--- src/rtl/i2s_tx.sv ---
module i2s_tx #(
  parameter int DEPTH = 8
)(
  input  logic        clk,
  input  logic        rst_n,
  input  logic        cfg_we,
  input  logic [31:0] cfg_wdata,
  input  logic        fifo_wr,
  input  logic [31:0] fifo_wdata,
  output logic        fifo_full,
  input  logic        irq_clr_we,
  input  logic [5:0]  irq_clr_mask,
  output logic [5:0]  irq_flags,
  output logic        bck,
  output logic        ws,
  output logic        sd
);
  localparam int DIVW = 6;
  localparam int AW = (DEPTH > 1) ? $clog2(DEPTH) : 1;
  localparam int CW = $clog2(DEPTH + 1);
  localparam logic [CW-1:0] FULL_LVL = CW'(DEPTH);

  logic [DIVW-1:0] mdiv_q, bdiv_q;
  logic rf_q, msbf_q, start_q, slave_q, trst_q, frst_q;

  always_ff @(posedge clk or negedge rst_n)
    if (!rst_n) begin
      mdiv_q <= '0; bdiv_q <= '0;
      rf_q <= 1'b0; msbf_q <= 1'b0; start_q <= 1'b0;
      slave_q <= 1'b0; trst_q <= 1'b0; frst_q <= 1'b0;
    end else if (cfg_we) begin
      bdiv_q  <= cfg_wdata[27:22];
      mdiv_q  <= cfg_wdata[21:16];
      start_q <= cfg_wdata[8];
      msbf_q  <= cfg_wdata[7];
      rf_q    <= cfg_wdata[6];
      slave_q <= cfg_wdata[4];
      frst_q  <= cfg_wdata[2];
      trst_q  <= cfg_wdata[0];
    end

  wire unused_cfg = ^{cfg_wdata[31:28], cfg_wdata[15:9], cfg_wdata[5],
                      cfg_wdata[3], cfg_wdata[1]};

  wire run = start_q & ~slave_q & ~trst_q;

  // dividers
  logic [DIVW-1:0] mcnt, bcnt;
  wire mtick = run & (mcnt == mdiv_q);
  wire btick = mtick & (bcnt == bdiv_q);

  always_ff @(posedge clk or negedge rst_n)
    if (!rst_n) begin
      mcnt <= '0; bcnt <= '0;
    end else if (!run) begin
      mcnt <= '0; bcnt <= '0;
    end else if (mtick) begin
      mcnt <= '0;
      bcnt <= (bcnt == bdiv_q) ? '0 : bcnt + 1'b1;
    end else begin
      mcnt <= mcnt + 1'b1;
    end

  // fifo
  logic [31:0]   mem [DEPTH];
  logic [AW-1:0] wp, rp;
  logic [CW-1:0] cnt;
  logic [4:0]    bit_cnt;
  logic [31:0]   word_q;

  wire fall        = btick & bck;
  wire frame_start = fall & (bit_cnt == 5'd31);
  wire fifo_empty  = (cnt == '0);
  assign fifo_full = (cnt == FULL_LVL);
  wire push     = fifo_wr & ~fifo_full & ~frst_q;
  wire pop      = frame_start & ~fifo_empty & ~frst_q;
  wire underrun = frame_start & (fifo_empty | frst_q);

  function automatic logic [AW-1:0] ptr_inc(input logic [AW-1:0] p);
    return (p == AW'(DEPTH - 1)) ? '0 : p + 1'b1;
  endfunction

  always_ff @(posedge clk)
    if (push) mem[wp] <= fifo_wdata;

  always_ff @(posedge clk or negedge rst_n)
    if (!rst_n) begin
      wp <= '0; rp <= '0; cnt <= '0;
    end else if (frst_q) begin
      wp <= '0; rp <= '0; cnt <= '0;
    end else begin
      if (push) wp <= ptr_inc(wp);
      if (pop)  rp <= ptr_inc(rp);
      case ({push, pop})
        2'b10:   cnt <= cnt + 1'b1;
        2'b01:   cnt <= cnt - 1'b1;
        default: cnt <= cnt;
      endcase
    end

  // serializer
  wire [31:0] src_word = frame_start ? (pop ? mem[rp] : 32'd0) : word_q;
  wire [4:0]  nk       = bit_cnt + 5'd1;
  wire [4:0]  nk_ws    = bit_cnt + 5'd2;
  wire [15:0] half     = (rf_q ^ nk[4]) ? src_word[31:16] : src_word[15:0];
  wire [3:0]  bidx     = msbf_q ? ~nk[3:0] : nk[3:0];

  always_ff @(posedge clk or negedge rst_n)
    if (!rst_n) begin
      bck <= 1'b1; ws <= 1'b0; sd <= 1'b0;
      bit_cnt <= 5'd31; word_q <= '0;
    end else if (!run) begin
      bck <= 1'b1; ws <= rf_q; sd <= 1'b0;
      bit_cnt <= 5'd31;
    end else if (btick) begin
      bck <= ~bck;
      if (bck) begin
        bit_cnt <= nk;
        ws      <= rf_q ^ nk_ws[4];
        sd      <= half[bidx];
        if (frame_start) word_q <= src_word;
      end
    end

  // flags
  wire [5:0] set_v = {underrun, fifo_wr & fifo_full, 2'b00, pop, 1'b0};
  wire [5:0] clr_v = irq_clr_we ? irq_clr_mask : 6'd0;

  always_ff @(posedge clk or negedge rst_n)
    if (!rst_n) irq_flags <= '0;
    else        irq_flags <= (irq_flags & ~clr_v) | set_v;

endmodule


--- config.mk ---
export PLATFORM = sky130hd
export DESIGN_NAME = i2s_tx
export DESIGN_NICKNAME = d
export VERILOG_FILES = /design/src/rtl/i2s_tx.sv
export SDC_FILE = /design/constraint.sdc
export NUM_CORES = 1
export LEC_CHECK = 0
export ABC_AREA = 1
export BUFFER_PORTS_ARGS = -buffer_cell sky130_fd_sc_hd__buf_2
export CORE_AREA = 3 3 186 152
export CTS_CLUSTER_DIAMETER = 150
export DETAILED_ROUTE_END_ITERATION = 10
export DIE_AREA = 0 0 189 155
export HOLD_SLACK_MARGIN = 0.03
export PLACE_DENSITY = 0.72
export SYNTH_ARGS = -nofsm -noshare
export SYNTH_HDL_FRONTEND = slang
export SYNTH_SLANG_ARGS = --single-unit
--- constraint.sdc ---
create_clock -name clk -period 7.21 [get_ports clk]
set_input_delay 0.3605 -clock clk [delete_from_list [all_inputs] [get_ports clk]]
set_output_delay 0.3605 -clock clk [all_outputs]
set_load 0.01 [all_outputs]
# Word level (Yosys, flattened, before mapping)
# Memory sizes are Yosys's and may differ from the RTL's.
# Index checks and enable logic that the tools add are counted.
# totals
in_bits	75
reg_bits	86
mem_count	1
romBits	0
latchBits	0
ram_bits	256
elab_cells	104
out_inout_bits	10
# op_classes
div_mod_pow	0
shifts	0
n_reduce_logical	6
n_bitwise	25
n_lt_le_gt_ge	1
n_addsub	8
muxes	33
multipliers	0
eq_ne	11
# mem_list
name	words	width	rd	rd_clocked_by_memory_dff	wr	line	text
mem	8	32	1	0	1	65	logic [31:0] mem [DEPTH];
# ops
cell	count
two-way mux 32 bit	2
two-way mux 6 bit	6
two-way mux 3 bit	6
two-way mux 16 bit	1
two-way mux 5 bit	3
adder 6 x 1 -> 6 bit, second input constant	2
bitwise AND 1 bit	12
== test 6 bit	2
two-way mux 1 bit	11
two-way mux 4 bit	2
one-hot mux 4 bit (2 select lines)	1
adder 3 x 1 -> 3 bit, second input constant	2
bitwise AND 6 bit	1
== test 3 bit, second input constant	2
NOT 1 bit	6
NOT 6 bit	1
OR 6 bit	1
adder 5 x 1 -> 5 bit, second input constant	1
adder 5 x 2 -> 5 bit, second input constant	1
== test 5 bit, second input constant	1
less-than comparator 4 x 5 -> 1 bit, second input constant	1
adder 4 x 1 -> 4 bit, second input constant	1
binary-select mux 1 bit (select 4 bit)	1
== test 4 bit, second input constant	1
other kinds (13)	16

# Depth between registers and ports, before layout
# depth
depth_word	17
depth_mapped	17
mapped_depth_nobuf	17

# Least setup slack after synthesis
# No wires, ideal clock.
# synth_timing
path_kind	register -> register
from	register cnt[0]
to	memory mem[0][0] (enable)
stages_incl_launch_ff	9
period_less_slack_ps	2883
setup_slack_ps	4327
arrival_ps	2462
n_path_buf	0
t_required_ps	6789
setup_ps	421
path_cell_list	dfrtp_1 -> nor2_1 -> nand3_1 -> inv_1 -> nor2_1 -> inv_1 -> nor2_1 -> nand2_1 -> nor2_1
# synth_via
elab_chain_len	6
# synth_rtl
item	line	text
from (decl)	67	logic [CW-1:0] cnt;
from (signal assigned)	95	2'b10: cnt <= cnt + 1'b1;
from (signal assigned)	96	2'b01: cnt <= cnt - 1'b1;
from (signal assigned)	97	default: cnt <= cnt;
== test 4 bit	74	assign fifo_full = (cnt == FULL_LVL);
named net fifo_full	10	output logic fifo_full,
NOT 1 bit	75	wire push = fifo_wr & ~fifo_full & ~frst_q;
bitwise AND 1 bit (2 in series)	75	
two-way mux 1 bit	84	if (push) mem[wp] <= fifo_wdata;
two-way mux 1 bit (not written as such)	84	
to (decl)	65	
# The timed path passes the listed nets, and every way through them passes these cells.

# Final worst setup path
# layout_timing
from	register bit_cnt[0]
to	register cnt[2]
# layout_via
elab_chain_len	7
word_cells_on_any_way	9
cone_classes	eq/ne: 3; mux: 2; bitwise: 3; reduce/logical: 1
# layout_rtl
item	line	text
from (decl)	68	logic [4:0] bit_cnt;
from (signal assigned)	118	bit_cnt <= nk;
== test 5 bit (*)	72	wire frame_start = fall & (bit_cnt == 5'd31);
bitwise AND 1 bit (*)	72	
bitwise AND 1 bit (*) (2 in series)	76	wire pop = frame_start & ~fifo_empty & ~frst_q;
== test 2 x 1 -> 1 bit / == test 2 bit (equally long branches)	94	case ({push, pop})
one-hot mux 4 bit (2 select lines)	94	
two-way mux 4 bit	89	end else if (frst_q) begin
# Mark *: on every way between the ends. The rest lies on a longest branch, timed or not.
# A chain may end at the register's enable or synchronous reset.

==> results.ini <==
[outcome]
outcome = complete, no violations

[clocking]
clk-insertion-delay-late_ns = 0.51
tritoncts = done
clock_sinks = 342
cts_hold_fix_bufs = 2
clk_pin_slew_ns = 0.06
htree_levels = 2
clk_path_buf_depth = 3
postCtsSetupBuffers = 0
clock_tree.root_cell = sky130_fd_sc_hd__clkbuf_16
cts_inserted_buffers = 35
ctsResizeCount = 0

[power_and_ir_drop]
share_clk_of_total_power_pct = 38.6
power_per_cell_area_mw_per_mm2 = 267
share_seq_of_total_power_pct = 51.4
power.share.switching_pct = 23.7
pwr-share-comb_pct = 10.1
intPower_uw = 3310
total_leakage_power_uw = 0.00660
switching_power_uw = 1030
vdd_ir_drop_max_mv = 0.188

[layout]
final_core_area_utilization_pct = 61.7
fillers = 2069
final_cell_count_no_fill = 1786
drive_above_1_share_pct = 11.8
final_net_count = 1486
finish.instance_area_sq_mm = 0.0162
layout-area-overhead-vs-synth_pct = 12.3

[route]
drt_wl_total_um = 31000
first_pass_iters = 6
vias_post_dr = 9834
route.antenna.remaining_nets = 0
routed_wirelength_normalized_by_instance_count_um = 17.3
dr.first_iter.drc_count = 913
viasPerCell = 5.51
drc = 0

[sta]
finalSetupViolations = 0
grt_setup_unrepaired = no
period_needed_ns = 3.60
clock-skew-final_ns = 0.00945
timing_worst_slew_pin_value_ns = 1.05
final_hold_viol_count = 0
timing.final.max_slew_violations = 0
timing.max_slew.rel_slack_pct = 30.2
finalSetupTns_ns = 0
achievable_freq_mhz = 278
period_utilization_pct = 50.0

[worst_setup_path]
r2r-end = cnt[2]
critical_path_required_ns = 7.59
criticalPathCategory = reg2reg
reg2regPathDepth = 16
critical_path_arrival_ns = 3.99
startpoint = bit_cnt[0]
critical_path.endpoint_type = register
cp-start-kind = register
worst_r2r_startpoint = bit_cnt[0]
cp-endpoint = cnt[2]
timing.critical_path.fanout_max = 65
r2r_slack_ns = 3.61

[global_routing]
global_route_wire_length_before_repair_um = 49400
grt_use_total_pct = 21.2
overflow = 0
grt_antenna_before_repair = 4
grt_start_max_net_pins = 81
via_count_of_the_first_global_routing_pass = 9303
use_met2_pct = 33.5
grt.met3_usage_pct = 4.05
global_route.usage.met1_pct = 30.5
gr-max-usage-layer = met2

[yosys]
synthesis.instances = 1339
synth-seq-area-share_pct = 68.1
yosys_warnings = 0
synth_seq_cells = 342
per_instance_average_area_after_synthesis_sq_um = 10.8
synth.lib_cells_used.distinct = 39
post_synthesis_instance_area_sq_mm = 0.0145
mappedNetlistNets = 1423

[die]
die_area_sq_mm = 0.0293
fp.dieW_um = 189
floorplan.initialDensity_pct = 54.9
core_area_sq_mm = 0.0263
io_pins = 85
floorplan.die.height_um = 155
placement_rows = 53

[placed_design]
dp_hpwl_um = 17300
count_of_input_and_output_buffers = 70
post-place-cells = 1720
place_area_sq_mm = 0.0152
gpl.final_weighted_congestion = 0.844

[min_path]
min-delay-path-class = in2reg

[flow_run]
number_of_maximum_capacitance_violations = 0

## metal layers
layer  part of all wire (%)  wire [um]
met2                     46      14300
met5                   0.12         37
met1                     45      13800
met3                    6.8       2100
met4                    2.4        732
## critical path, stage by stage (launching register included)
cell	delay, ns
sky130_fd_sc_hd__dfstp_2	0.58
sky130_fd_sc_hd__ha_1	0.20
sky130_fd_sc_hd__nand2_1	0.07
sky130_fd_sc_hd__nor2_1	0.11
sky130_fd_sc_hd__ha_1	0.21
sky130_fd_sc_hd__nand4_2	0.10
sky130_fd_sc_hd__buf_4	0.32
sky130_fd_sc_hd__nor2_4	0.72
sky130_fd_sc_hd__nand2_2	0.20
sky130_fd_sc_hd__nor2_2	0.21
sky130_fd_sc_hd__inv_1	0.06
sky130_fd_sc_hd__nand2_1	0.05
sky130_fd_sc_hd__inv_1	0.04
sky130_fd_sc_hd__ha_1	0.18
sky130_fd_sc_hd__nor3_1	0.18
sky130_fd_sc_hd__nand3b_1	0.15
sky130_fd_sc_hd__o21ai_0	0.09
## cell usage after synthesis
| cell type | number | area (sq um) |
|---|---|---|
| sky130_fd_sc_hd__nand2_1 | 358 | 1340 |
| sky130_fd_sc_hd__edfxtp_1 | 256 | 7690 |
| sky130_fd_sc_hd__nor2_1 | 159 | 597 |
| sky130_fd_sc_hd__a21oi_1 | 92 | 460 |
| sky130_fd_sc_hd__dfrtp_1 | 80 | 2000 |
| sky130_fd_sc_hd__inv_1 | 74 | 278 |
| sky130_fd_sc_hd__o21ai_0 | 60 | 300 |
| sky130_fd_sc_hd__nand3_1 | 54 | 270 |
| sky130_fd_sc_hd__o31ai_1 | 46 | 345 |
| sky130_fd_sc_hd__clkbuf_1 | 36 | 135 |
| sky130_fd_sc_hd__nor3_1 | 13 | 65.1 |
| sky130_fd_sc_hd__xor2_1 | 12 | 105 |
| sky130_fd_sc_hd__buf_1 | 10 | 37.5 |
| sky130_fd_sc_hd__buf_2 | 10 | 50.1 |
| sky130_fd_sc_hd__o32ai_1 | 10 | 87.6 |
| sky130_fd_sc_hd__ha_1 | 9 | 113 |
| sky130_fd_sc_hd__inv_2 | 7 | 26.3 |
| sky130_fd_sc_hd__buf_6 | 6 | 67.6 |
| sky130_fd_sc_hd__dfstp_2 | 6 | 158 |
| sky130_fd_sc_hd__o22ai_1 | 5 | 31.3 |
| sky130_fd_sc_hd__xnor2_1 | 5 | 43.8 |
| sky130_fd_sc_hd__mux2_2 | 4 | 45.0 |
| sky130_fd_sc_hd__a21boi_0 | 3 | 22.5 |
| sky130_fd_sc_hd__nand3b_1 | 3 | 22.5 |
| sky130_fd_sc_hd__nor2_2 | 3 | 18.8 |
| sky130_fd_sc_hd__nand4_1 | 2 | 12.5 |
| sky130_fd_sc_hd__nor2_4 | 2 | 22.5 |
| sky130_fd_sc_hd__o211ai_1 | 2 | 15.0 |
| sky130_fd_sc_hd__o221ai_1 | 2 | 17.5 |
| sky130_fd_sc_hd__a31oi_1 | 1 | 6.26 |
| sky130_fd_sc_hd__a32o_1 | 1 | 10.0 |
| sky130_fd_sc_hd__and2_0 | 1 | 6.26 |
| sky130_fd_sc_hd__clkinv_1 | 1 | 3.75 |
| sky130_fd_sc_hd__nand2_2 | 1 | 6.26 |
| sky130_fd_sc_hd__nand3_2 | 1 | 10.0 |
| sky130_fd_sc_hd__nand4_2 | 1 | 12.5 |
| sky130_fd_sc_hd__nor3_4 | 1 | 16.3 |
| sky130_fd_sc_hd__nor4_1 | 1 | 6.26 |
| sky130_fd_sc_hd__or2_2 | 1 | 6.26 |
## flip-flops by register name, summed over array words and instances, names as in the netlist, 3 cells and up
register / count
wp: 3
mcnt: 6
word_q: 32
mem: 256
bcnt: 6
mdiv_q: 6
rp: 3
bdiv_q: 6
cnt: 4
irq_flags: 6
bit_cnt: 5
## power by group through the flow
stage                     clock network (uW)  registers [uW]  logic, uW
final                                   1680            2230        437
after global placement                     0            2270        421
after global routing                    1780            2240        498
after detailed placement                   0            2270        433
after floorplan                            0            2260        282
after CTS                               1710            2230        437
## placed cells by master, fill, tap and decap left out, drive strengths merged
| cell type | instances |
|---|---|
| a21oi | 92 |
| clkinv | 20 |
| ha | 9 |
| nor4 | 1 |
| xnor2 | 5 |
| xor2 | 12 |
| a21boi | 3 |
| o211ai | 2 |
| nand3b | 3 |
| bufinv | 1 |
| nand3 | 55 |
| a32o | 1 |
| mux2 | 4 |
| dlygate4sd3 | 2 |
| o221ai | 2 |
| clkbuf | 43 |
| edfxtp | 256 |
| o21ai | 60 |
| dfrtp | 80 |
| diode | 1 |
| o32ai | 10 |
| nor3 | 14 |
| nand2 | 359 |
| nand4 | 3 |
| nor2 | 164 |
| a31oi | 1 |
| and2 | 1 |
| inv | 81 |
| or2 | 1 |
| dfstp | 6 |
| buf | 86 |
| o22ai | 5 |
| o31ai | 46 |
## how the worst min path moves through the flow
stage	startpoint	to	slack, ns	cells after the start
floorplan	rst_n	bcnt[0]	0.06	0
global placement	rst_n	irq_flags[3]	0.18	1
detailed placement	rst_n	irq_flags[2]	0.17	1
CTS	irq_clr_mask[3]	irq_flags[3]	0.03	2
global route	irq_clr_mask[0]	irq_flags[0]	0.05	2
finish	irq_clr_mask[3]	irq_flags[3]	0.04	2
## through the flow
stage / total power (uW) / setup WS, ns / hold WS, ns
after floorplan: 2550 / 4.33 / 0.0649
after global placement: 2690 / 3.73 / 0.175
after detailed placement: 2700 / 3.59 / 0.175
after CTS: 4370 / 3.55 / 0.0300
after global routing: 4520 / 3.25 / 0.0533
final: 4340 / 3.61 / 0.0384
## cell type report
cell class | count | area (sq um) | area share [%]
Timing Repair Buffer | 88 | 493 | 3.04
Multi-Input combinational cell | 853 | 4080 | 25.1
Antenna cell | 1 | 2.50 | 0.0154
Clock buffer | 43 | 948 | 5.84
Clock inverter | 20 | 111 | 0.686
Inverter | 82 | 310 | 1.91
Tap cell | 357 | 447 | 2.75
Sequential cell | 342 | 9850 | 60.7
## cells by family after synthesis
family                     after synthesis  share of synthesized area, %
and+or+nand+nor                        601                          16.7
DFF                                    342                          68.1
AOI/OAI and AO/OA                      222                          8.96
buffers and inverters                  144                          4.13
xor gates and xnor gates                17                          1.03
adders and majority gates                9                         0.779
muxes                                    4                         0.311
(Power assumes the default switching activity.)
